## config.mk

```make
export PLATFORM = sky130hd
export DESIGN_NAME = flash_cmd_decoder
export DESIGN_NICKNAME = d
export VERILOG_FILES = /design/src/rtl/fcd_pkg.sv /design/src/rtl/fcd_id_rom.sv /design/src/rtl/fcd_cmd_fsm.sv /design/src/rtl/fcd_status.sv /design/src/rtl/flash_cmd_decoder.sv
export SDC_FILE = /design/constraint.sdc
export NUM_CORES = 1
export LEC_CHECK = 0
export BUFFER_PORTS_ARGS = -buffer_cell sky130_fd_sc_hd__buf_2
export CAP_MARGIN = 20
export CELL_PAD_IN_SITES_DETAIL_PLACEMENT = 1
export CELL_PAD_IN_SITES_GLOBAL_PLACEMENT = 1
export CORE_MARGIN = 10
export CORE_UTILIZATION = 38
export CTS_CLUSTER_SIZE = 10
export DETAILED_ROUTE_END_ITERATION = 12
export GPL_ROUTABILITY_DRIVEN = 0
export GPL_TIMING_DRIVEN = 0
export MAX_ROUTING_LAYER = met4
export PLACE_DENSITY = 0.83
export SYNTH_ARGS = -nofsm -noshare
export SYNTH_HDL_FRONTEND = slang
export SYNTH_SLANG_ARGS = --single-unit
```

## constraint.sdc

```tcl
create_clock -name clk -period 3.4 [get_ports clk]
set_input_delay 0.51 -clock clk [delete_from_list [all_inputs] [get_ports clk]]
set_output_delay 0.51 -clock clk [all_outputs]
set_load 0.01 [all_outputs]
```

## src/rtl/fcd_pkg.sv

```systemverilog
package fcd_pkg;
  localparam int CMD_W = 8;

  typedef enum logic [1:0] {RD_ARRAY = 2'd0, RD_IDENT = 2'd1, RD_STATUS = 2'd2, RD_OTP = 2'd3} rd_sel_e;
  typedef enum logic [1:0] {JOB_PGM = 2'd0, JOB_ERASE = 2'd1, JOB_PROT = 2'd2, JOB_OTP_PGM = 2'd3} job_kind_e;

  typedef enum logic [3:0] {
    S_READY, S_PGM_SETUP, S_ERS_SETUP, S_PROT_SETUP,
    S_OTP_ARM, S_OTP, S_OTP_EXIT_ARM, S_OTP_PGM_SETUP, S_OTP_PGM_RUN,
    S_PGM_RUN, S_PGM_SUSP, S_ERS_RUN, S_ERS_SUSP, S_ES_PGM_SETUP, S_ES_PGM_RUN
  } dstate_e;

  localparam logic [CMD_W-1:0] OP_ARRAY   = 8'hFF;
  localparam logic [CMD_W-1:0] OP_IDENT   = 8'h90;
  localparam logic [CMD_W-1:0] OP_STATUS  = 8'h70;
  localparam logic [CMD_W-1:0] OP_CLEAR   = 8'h50;
  localparam logic [CMD_W-1:0] OP_PGM_A   = 8'h10;
  localparam logic [CMD_W-1:0] OP_PGM_B   = 8'h40;
  localparam logic [CMD_W-1:0] OP_ERASE   = 8'h20;
  localparam logic [CMD_W-1:0] OP_CONFIRM = 8'hD0;
  localparam logic [CMD_W-1:0] OP_SUSPEND = 8'hB0;
  localparam logic [CMD_W-1:0] OP_PROTECT = 8'h0F;
  localparam logic [CMD_W-1:0] OP_OTP     = 8'hAF;

  function automatic logic is_pgm_setup(input logic [CMD_W-1:0] c);
    return (c == OP_PGM_A) || (c == OP_PGM_B);
  endfunction

  // a job is running in the sequencer
  function automatic logic is_busy(input dstate_e s);
    return (s == S_PGM_RUN) || (s == S_ERS_RUN) || (s == S_ES_PGM_RUN) || (s == S_OTP_PGM_RUN);
  endfunction

  // an erase is held in suspension (also while a nested program runs)
  function automatic logic is_ers_susp(input dstate_e s);
    return (s == S_ERS_SUSP) || (s == S_ES_PGM_SETUP) || (s == S_ES_PGM_RUN);
  endfunction

  // sticky = {erase err, program err, supply err, lock err}
  function automatic logic [7:0] pack_status(input dstate_e s, input logic [3:0] sticky);
    return {~is_busy(s), is_ers_susp(s), sticky[3], sticky[2], sticky[1],
            s == S_PGM_SUSP, sticky[0], 1'b0};
  endfunction

  function automatic logic [15:0] id_word(input logic at_zero, input logic at_one,
                                          input logic [15:0] dev_code);
    if (at_zero) return 16'h002C;
    if (at_one)  return dev_code;
    return 16'h0000;
  endfunction
endpackage

```

## src/rtl/fcd_id_rom.sv

```systemverilog
module fcd_id_rom #(
  parameter int ADDR_W   = 20,
  parameter bit TOP_BOOT = 1'b1
) (
  input  logic [ADDR_W-1:0] rd_addr,
  output logic [15:0]       id_data
);
  import fcd_pkg::*;

  logic [15:0] dev_code;

  generate
    if (TOP_BOOT) begin : g_top
      assign dev_code = 16'h4492;
    end else begin : g_bottom
      assign dev_code = 16'h4493;
    end
  endgenerate

  assign id_data = id_word(rd_addr == '0, rd_addr == ADDR_W'(1), dev_code);
endmodule

```

## src/rtl/fcd_cmd_fsm.sv

```systemverilog
module fcd_cmd_fsm #(
  parameter int ADDR_W = 20,
  parameter int DATA_W = 16
) (
  input  logic                clk,
  input  logic                rst_n,
  input  logic                rp_n,
  input  logic                wr_en,
  input  logic [ADDR_W-1:0]   wr_addr,
  input  logic [DATA_W-1:0]   wr_data,
  input  logic                seq_done,
  output fcd_pkg::dstate_e    state,
  output fcd_pkg::rd_sel_e    rd_sel,
  output logic                job_start,
  output fcd_pkg::job_kind_e  job_kind,
  output logic [ADDR_W-1:0]   job_addr,
  output logic [DATA_W-1:0]   job_data,
  output logic                job_suspend,
  output logic                job_resume,
  output logic                cmd_seq_err,
  output logic                clr_ev,
  output logic                bad_ev
);
  import fcd_pkg::*;

  dstate_e            nxt;
  rd_sel_e            rsel_n;
  job_kind_e          kind_n;
  logic               start_n, susp_n, res_n;
  logic [ADDR_W-1:0]  addr_n;
  logic [DATA_W-1:0]  data_n;
  logic               wr;
  logic [CMD_W-1:0]   code;

  assign wr   = wr_en && rp_n;
  assign code = wr_data[CMD_W-1:0];

  always_comb begin
    nxt = state; rsel_n = rd_sel; kind_n = job_kind;
    addr_n = job_addr; data_n = job_data;
    start_n = 1'b0; susp_n = 1'b0; res_n = 1'b0;
    clr_ev = 1'b0; bad_ev = 1'b0;
    case (state)
      S_READY: if (wr) begin
        if (code == OP_ARRAY)          rsel_n = RD_ARRAY;
        else if (code == OP_IDENT)     rsel_n = RD_IDENT;
        else if (code == OP_STATUS)    rsel_n = RD_STATUS;
        else if (code == OP_CLEAR)     begin clr_ev = 1'b1; rsel_n = RD_ARRAY; end
        else if (is_pgm_setup(code))   nxt = S_PGM_SETUP;
        else if (code == OP_ERASE)     nxt = S_ERS_SETUP;
        else if (code == OP_PROTECT)   nxt = S_PROT_SETUP;
        else if (code == OP_OTP)       nxt = S_OTP_ARM;
      end
      S_PGM_SETUP, S_ES_PGM_SETUP, S_OTP_PGM_SETUP: if (wr) begin
        start_n = 1'b1; addr_n = wr_addr; data_n = wr_data; rsel_n = RD_STATUS;
        kind_n  = (state == S_OTP_PGM_SETUP) ? JOB_OTP_PGM : JOB_PGM;
        nxt     = (state == S_PGM_SETUP) ? S_PGM_RUN :
                  (state == S_ES_PGM_SETUP) ? S_ES_PGM_RUN : S_OTP_PGM_RUN;
      end
      S_ERS_SETUP: if (wr) begin
        rsel_n = RD_STATUS;
        if (code == OP_CONFIRM) begin
          start_n = 1'b1; kind_n = JOB_ERASE; addr_n = wr_addr; data_n = wr_data;
          nxt = S_ERS_RUN;
        end else begin
          bad_ev = 1'b1; nxt = S_READY;
        end
      end
      S_PROT_SETUP: if (wr) begin
        start_n = 1'b1; kind_n = JOB_PROT; addr_n = wr_addr; data_n = wr_data;
        nxt = S_READY;
      end
      S_OTP_ARM: if (wr) begin
        if (code == OP_OTP) begin nxt = S_OTP; rsel_n = RD_OTP; end
        else nxt = S_READY;
      end
      S_OTP: if (wr) begin
        if (code == OP_ARRAY)        nxt = S_OTP_EXIT_ARM;
        else if (is_pgm_setup(code)) nxt = S_OTP_PGM_SETUP;
      end
      S_OTP_EXIT_ARM: if (wr) begin
        if (code == OP_ARRAY) begin nxt = S_READY; rsel_n = RD_ARRAY; end
        else nxt = S_OTP;
      end
      S_OTP_PGM_RUN: if (seq_done) nxt = S_OTP;
      S_ES_PGM_RUN:  if (seq_done) nxt = S_ERS_SUSP;
      S_PGM_RUN, S_ERS_RUN: begin
        if (seq_done) nxt = S_READY;
        else if (wr && code == OP_SUSPEND) begin
          susp_n = 1'b1;
          nxt = (state == S_PGM_RUN) ? S_PGM_SUSP : S_ERS_SUSP;
        end
      end
      S_PGM_SUSP, S_ERS_SUSP: if (wr) begin
        if (code == OP_ARRAY)        rsel_n = RD_ARRAY;
        else if (code == OP_STATUS)  rsel_n = RD_STATUS;
        else if (code == OP_CONFIRM) begin
          res_n = 1'b1; rsel_n = RD_STATUS;
          nxt = (state == S_PGM_SUSP) ? S_PGM_RUN : S_ERS_RUN;
        end else if (state == S_ERS_SUSP && is_pgm_setup(code)) nxt = S_ES_PGM_SETUP;
      end
      default: nxt = S_READY;
    endcase
  end

  always_ff @(posedge clk or negedge rst_n) begin
    if (!rst_n) begin
      state <= S_READY; rd_sel <= RD_ARRAY; job_kind <= JOB_PGM;
      job_addr <= '0; job_data <= '0;
      job_start <= 1'b0; job_suspend <= 1'b0; job_resume <= 1'b0; cmd_seq_err <= 1'b0;
    end else if (!rp_n) begin
      state <= S_READY; rd_sel <= RD_ARRAY;
      job_start <= 1'b0; job_suspend <= 1'b0; job_resume <= 1'b0; cmd_seq_err <= 1'b0;
    end else begin
      state <= nxt; rd_sel <= rsel_n; job_kind <= kind_n;
      job_addr <= addr_n; job_data <= data_n;
      job_start <= start_n; job_suspend <= susp_n; job_resume <= res_n;
      cmd_seq_err <= bad_ev;
    end
  end

  // a power-down cycle lands in array read with no strobe
  p_rp_array_r1: assert property (@(posedge clk) disable iff (!rst_n)
    !rp_n |=> (rd_sel == RD_ARRAY) && !job_start && !job_suspend && !job_resume);

  // strobes to the sequencer never overlap
  p_strobe_excl_r7: assert property (@(posedge clk) disable iff (!rst_n)
    $onehot0({job_start, job_suspend, job_resume}));

  // a running job ignores every byte except suspend
  p_busy_hold_r7: assert property (@(posedge clk) disable iff (!rst_n)
    ((state == S_PGM_RUN || state == S_ERS_RUN) && rp_n && !seq_done && wr_en && code != OP_SUSPEND)
    |=> (state == $past(state)) && !job_suspend);

  // a job only starts from a host write
  p_start_after_write_r4: assert property (@(posedge clk) disable iff (!rst_n)
    job_start |-> $past(wr_en));

  // a wrong confirm leaves the decoder ready, showing status
  p_bad_to_ready_r6: assert property (@(posedge clk) disable iff (!rst_n)
    cmd_seq_err |-> (state == S_READY) && (rd_sel == RD_STATUS) && !job_start);
endmodule

```

## src/rtl/fcd_status.sv

```systemverilog
module fcd_status (
  input  logic             clk,
  input  logic             rst_n,
  input  logic             rp_n,
  input  fcd_pkg::dstate_e state,
  input  logic             clr_ev,
  input  logic             bad_ev,
  input  logic             seq_done,
  input  logic [3:0]       seq_flags,
  output logic [7:0]       status
);
  import fcd_pkg::*;

  logic [3:0] sticky;
  logic [3:0] set_bits;

  assign set_bits = ((seq_done && is_busy(state)) ? seq_flags : 4'b0000)
                  | (bad_ev ? 4'b1100 : 4'b0000);

  always_ff @(posedge clk or negedge rst_n) begin
    if (!rst_n)       sticky <= '0;
    else if (!rp_n)   sticky <= '0;
    else if (clr_ev)  sticky <= '0;
    else              sticky <= sticky | set_bits;
  end

  assign status = pack_status(state, sticky);

  // a clear request empties every sticky error bit
  p_clear_r3: assert property (@(posedge clk) disable iff (!rst_n)
    (clr_ev && rp_n) |=> (sticky == 4'b0000));

  // sticky bits only fall through a clear or power-down
  p_sticky_hold_r13: assert property (@(posedge clk) disable iff (!rst_n)
    (rp_n && !clr_ev) |=> ((sticky & $past(sticky)) == $past(sticky)));
endmodule

```

## src/rtl/flash_cmd_decoder.sv

```systemverilog
module flash_cmd_decoder #(
  parameter int ADDR_W   = 20,
  parameter int DATA_W   = 16,
  parameter bit TOP_BOOT = 1'b1
) (
  input  logic              clk,
  input  logic              rst_n,
  input  logic              rp_n,
  input  logic              wr_en,
  input  logic [ADDR_W-1:0] wr_addr,
  input  logic [DATA_W-1:0] wr_data,
  input  logic [ADDR_W-1:0] rd_addr,
  input  logic              seq_done,
  input  logic [3:0]        seq_flags,
  output logic [1:0]        rd_sel,
  output logic [7:0]        status,
  output logic [15:0]       id_data,
  output logic              job_start,
  output logic [1:0]        job_kind,
  output logic [ADDR_W-1:0] job_addr,
  output logic [DATA_W-1:0] job_data,
  output logic              job_suspend,
  output logic              job_resume,
  output logic              cmd_seq_err
);
  import fcd_pkg::*;

  dstate_e   state;
  rd_sel_e   rsel_q;
  job_kind_e kind_q;
  logic      clr_ev, bad_ev;

  fcd_cmd_fsm #(.ADDR_W(ADDR_W), .DATA_W(DATA_W)) u_fsm (
    .clk(clk), .rst_n(rst_n), .rp_n(rp_n),
    .wr_en(wr_en), .wr_addr(wr_addr), .wr_data(wr_data), .seq_done(seq_done),
    .state(state), .rd_sel(rsel_q),
    .job_start(job_start), .job_kind(kind_q), .job_addr(job_addr), .job_data(job_data),
    .job_suspend(job_suspend), .job_resume(job_resume), .cmd_seq_err(cmd_seq_err),
    .clr_ev(clr_ev), .bad_ev(bad_ev)
  );

  fcd_status u_status (
    .clk(clk), .rst_n(rst_n), .rp_n(rp_n), .state(state),
    .clr_ev(clr_ev), .bad_ev(bad_ev), .seq_done(seq_done), .seq_flags(seq_flags),
    .status(status)
  );

  fcd_id_rom #(.ADDR_W(ADDR_W), .TOP_BOOT(TOP_BOOT)) u_id (
    .rd_addr(rd_addr), .id_data(id_data)
  );

  assign rd_sel   = rsel_q;
  assign job_kind = kind_q;

  // the sequence-error pulse coincides with both error bits set
  p_seq_err_bits_r6: assert property (@(posedge clk) disable iff (!rst_n)
    cmd_seq_err |-> (status[5:4] == 2'b11));

  // while a job is running the read path shows status
  p_busy_shows_status_r4: assert property (@(posedge clk) disable iff (!rst_n)
    (!status[7]) |-> (rd_sel == 2'd2));
endmodule

```

==> implementation parameters <==
Parameter                              Value

Setup path
  Data arrival at the endpoint of the critical path    2.72 ns
  Crit path top cell by count    buf_6
  Beginning of the worst register-to-register path    u_fsm.state[2]
  Worst Path Buf+Inv    3
  Number of stages on the worst setup path    9
  Critical-path cell list    buf_2, nor4_2, nand4_2, a2bb2oi_1, o32ai_2, nand2_1, buf_6, buf_6, mux2_4
  Required time of the worst setup path    3.60 ns
  Slowest cell on crit path    nor4_2
  Crit. End Element    flip-flop
  Reg-to-reg endpoint    u_fsm.state[0]
  Worst path top cell family by delay    simple AND/OR/NAND/NOR gates
  FF-to-FF path depth    8
  Setup slack, reg-to-reg    0.90 ns
  Capturing instance or port of the critical path    u_fsm.job_addr[13]
  Crit path largest cell delay    0.59 ns
  CP Launch Type    input port
  Crit path kind    in -> reg
  Launch point of the critical path    wr_data[1]
  Worst-path maximum fanout    10

Power
  Leakage power total    2.04 nW
  VDD IR max    0.281 mV
  Power per cell area    653 nW/µm²
  Post-layout total power    2.58 mW

CTS
  CTS tree    yes
  Skew-Pair Late Insertion Delay    0.32 ns
  Post-CTS resize count    0
  Number of buffers inserted for hold repair after clock tree synthesis    0
  Number of H-tree branching levels    2
  Root Buffer Master    clkbuf_8
  CTS buffer count    5
  Number of clock sinks    52
  Clock input transition at the sequential cells of the worst setup and hold paths    0.11 ns
  Number of buffers between clock root and the deepest sink    2
  Number of buffers inserted to repair setup after CTS    0

STA
  Unrepaired setup endpoints after global routing    false
  Endpoints failing setup    0
  Post-Route Setup TNS    0 ns
  Crit path time final    2.51 ns
  Pins Over Slew Limit    0
  Slew margin rel.    53.7%
  Count of final hold-check violations    0
  Worst Clk Skew    0.0211 ns
  Minimum setup slack in the final design    0.886 ns
  Worst hold slack    0.198 ns
  Period utilization    73.9%
  Worst-margin pin slew    0.689 ns
  Timing-limited maximum frequency    0.398 GHz

Global route
  Pin count of the biggest net entering global routing    28
  Routing usage on met3    2.81%
  GRT met1 Usage    20.7%
  First-pass GRT wire length    16,400 µm
  Global route hottest layer    met2
  Number of global-route vias before repair    3,088
  All-layer global routing usage    17.7%
  Number of antenna violations at the first check in global routing    0
  Gr ovfl total    0
  Met2 GRT Util    30.3%

Synthesis
  Cell types with the largest area share after synthesis    dfrtp_1, mux2_4, mux2_2, buf_4, nand2_1
  Fraction of synthesized cell area taken by the top area cell type    42.4%
  Number of enable-type register cells in the synthesized netlist    0
  Yosys cell types    53
  Sequential share of the synthesized area    42.4%
  Predominant post-synthesis flop cell    dfrtp_1
  Synthesized cell area    3070 µm²
  Async SR Flop Fraction    100%
  Synth warnings    0
  Most area-hungry cell type in the Yosys netlist    dfrtp_1
  Mean Syn Cell Area    10.3 µm²
  Post-synthesis sequential element count    52
  Number of standard cells after synthesis    298

Layout
  Nets    500
  Ratio of cells with drive above 1 in the final layout    46.1%
  Commonest non-fill, non-tap cells in the layout    buf_2, dfrtp_1, nand2_1
  Area overhead of the layout relative to synthesis    28.6%
  Summed area of non-filler cells in the final layout    3950 µm²
  Fillers    940
  Most common cell after layout, fill and taps aside    buf_2
  N_diodes    0

Routing
  Wirelength per Cell    19.7 µm
  Routed WL    10,600 µm
  Number of nets still failing antenna checks after routing    0
  Iteration-0 DRC Markers    202
  Via total after detailed routing    2,886
  Pre-antenna DRT Iters    4
  Post-detailed-route DRC marker count    0
  Number of vias per cell after detailed routing    5.36

Floorplanning
  DIE HEIGHT    110 µm
  Number of placed I/O pins    133
  Die Span X    110 µm
  Core Area    7810 µm²
  Starting utilization of the core area    39.3%
  Area of the die    12,100 µm²
  Count of standard-cell rows    32

Place
  Port Buffer Count    121
  Placed Instance Area    3850 µm²
  Estimated wirelength of the detail-placed design    8540 µm
  DP Worst Slack    0.549 ns

Min path
  Hold crit path type    in -> async

Status
  Outcome    complete, no violations

Run
  Number of max-capacitance violations reported    0
[worst min-delay path by stage]
| stage | endpoint | slack, ns | cells past startpoint |
|---|---|---|---|
| after floorplan | u_fsm.cmd_seq_err | 0.21 | 0 |
| after global placement | u_fsm.rd_sel[0] | 0.47 | 1 |
| after detailed placement | u_fsm.job_data[5] | 0.49 | 1 |
| after CTS | u_fsm.job_addr[9] | 0.21 | 1 |
| after global routing | u_fsm.job_addr[9] | 0.24 | 1 |
| final | u_fsm.job_addr[15] | 0.20 | 1 |
[flip-flops by register name, summed over array words and instances (netlist names)]
| register | cells |
|---|---|
| u_fsm.rd_sel | 2 |
| u_fsm.job_kind | 2 |
| u_fsm.job_start | 1 |
| u_fsm.job_resume | 1 |
| u_fsm.state | 4 |
| u_fsm.job_suspend | 1 |
| u_fsm.job_data | 16 |
| u_fsm.cmd_seq_err | 1 |
| u_fsm.job_addr | 20 |
| u_status.sticky | 4 |
[cells by family (layout without fill, tap and decap cells)]
logic type | Yosys count | after routing | share of synthesized area [%]
AO/OA/AOI/OAI | 54 | 54 | 12.1
XOR/XNOR | 5 | 5 | 1.43
buffers and inverters | 44 | 174 | 8.15
flip-flops | 52 | 52 | 42.4
multiplexers | 44 | 44 | 18.7
other | 1 | 9 | 0.122
AND/OR/NAND/NOR | 98 | 98 | 17.2
[layout make-up]
class | count | area (µm²) | share of cell area (%)
multi-input cells | 210 | 1550 | 39.2
flip-flops and latches | 52 | 1300 | 32.9
repair buffers | 122 | 626 | 15.8
plain buffers | 33 | 209 | 5.29
well taps | 102 | 128 | 3.23
clock buffers | 5 | 68.8 | 1.74
inverters | 11 | 41.3 | 1.05
clock inverters | 3 | 27.5 | 0.697
[per-stage QoR]
| stage | instances | utilization (%) |
|---|---|---|
| global placement | 529 | 49.1 |
| finish | 538 | 50.6 |
| detailed placement | 530 | 49.4 |
| floorplan | 306 | - |
| global route | 538 | 50.6 |
| CTS | 538 | 50.6 |
[worst reg2reg max path, cell delays in order (launching register included)]
cell	delay (ns)
dfrtp_1	0.34
clkbuf_1	0.25
clkbuf_1	0.41
nor2b_1	0.37
nand4_1	0.15
a211oi_1	0.27
a31oi_1	0.09
nand4_2	0.18
mux2_2	0.35
[per-layer routing]
layer  vias up  wire length, µm
met2       115             5510
li1       1324                -
met1      1431             4080
met4         0              184
met3        16              807
met5         -                0
[synthesized netlist by cell type (3+ instances only)]
cell type / count
buf_2: 5
o21ai_0: 17
clkbuf_1: 10
nor2b_1: 5
xor2_1: 3
nand4_1: 5
mux2i_1: 3
nor3_1: 4
buf_6: 3
nand2_1: 29
nor4_1: 10
a211oi_1: 3
dfrtp_1: 52
inv_1: 10
nor2_1: 19
mux2_2: 19
buf_4: 15
nand3_1: 6
a21oi_1: 11
nand2b_1: 3
or4_1: 3
mux2_4: 19
and3_1: 3
a32o_1: 3
[where the power goes]
group | internal, mW | total [mW] | switching, mW
Combinational | 0.572 | 1.25 | 0.674
Clock | 0.152 | 0.382 | 0.230
Sequential | 0.836 | 0.950 | 0.114
No activity file was read; power rests on OpenSTA's default activity.
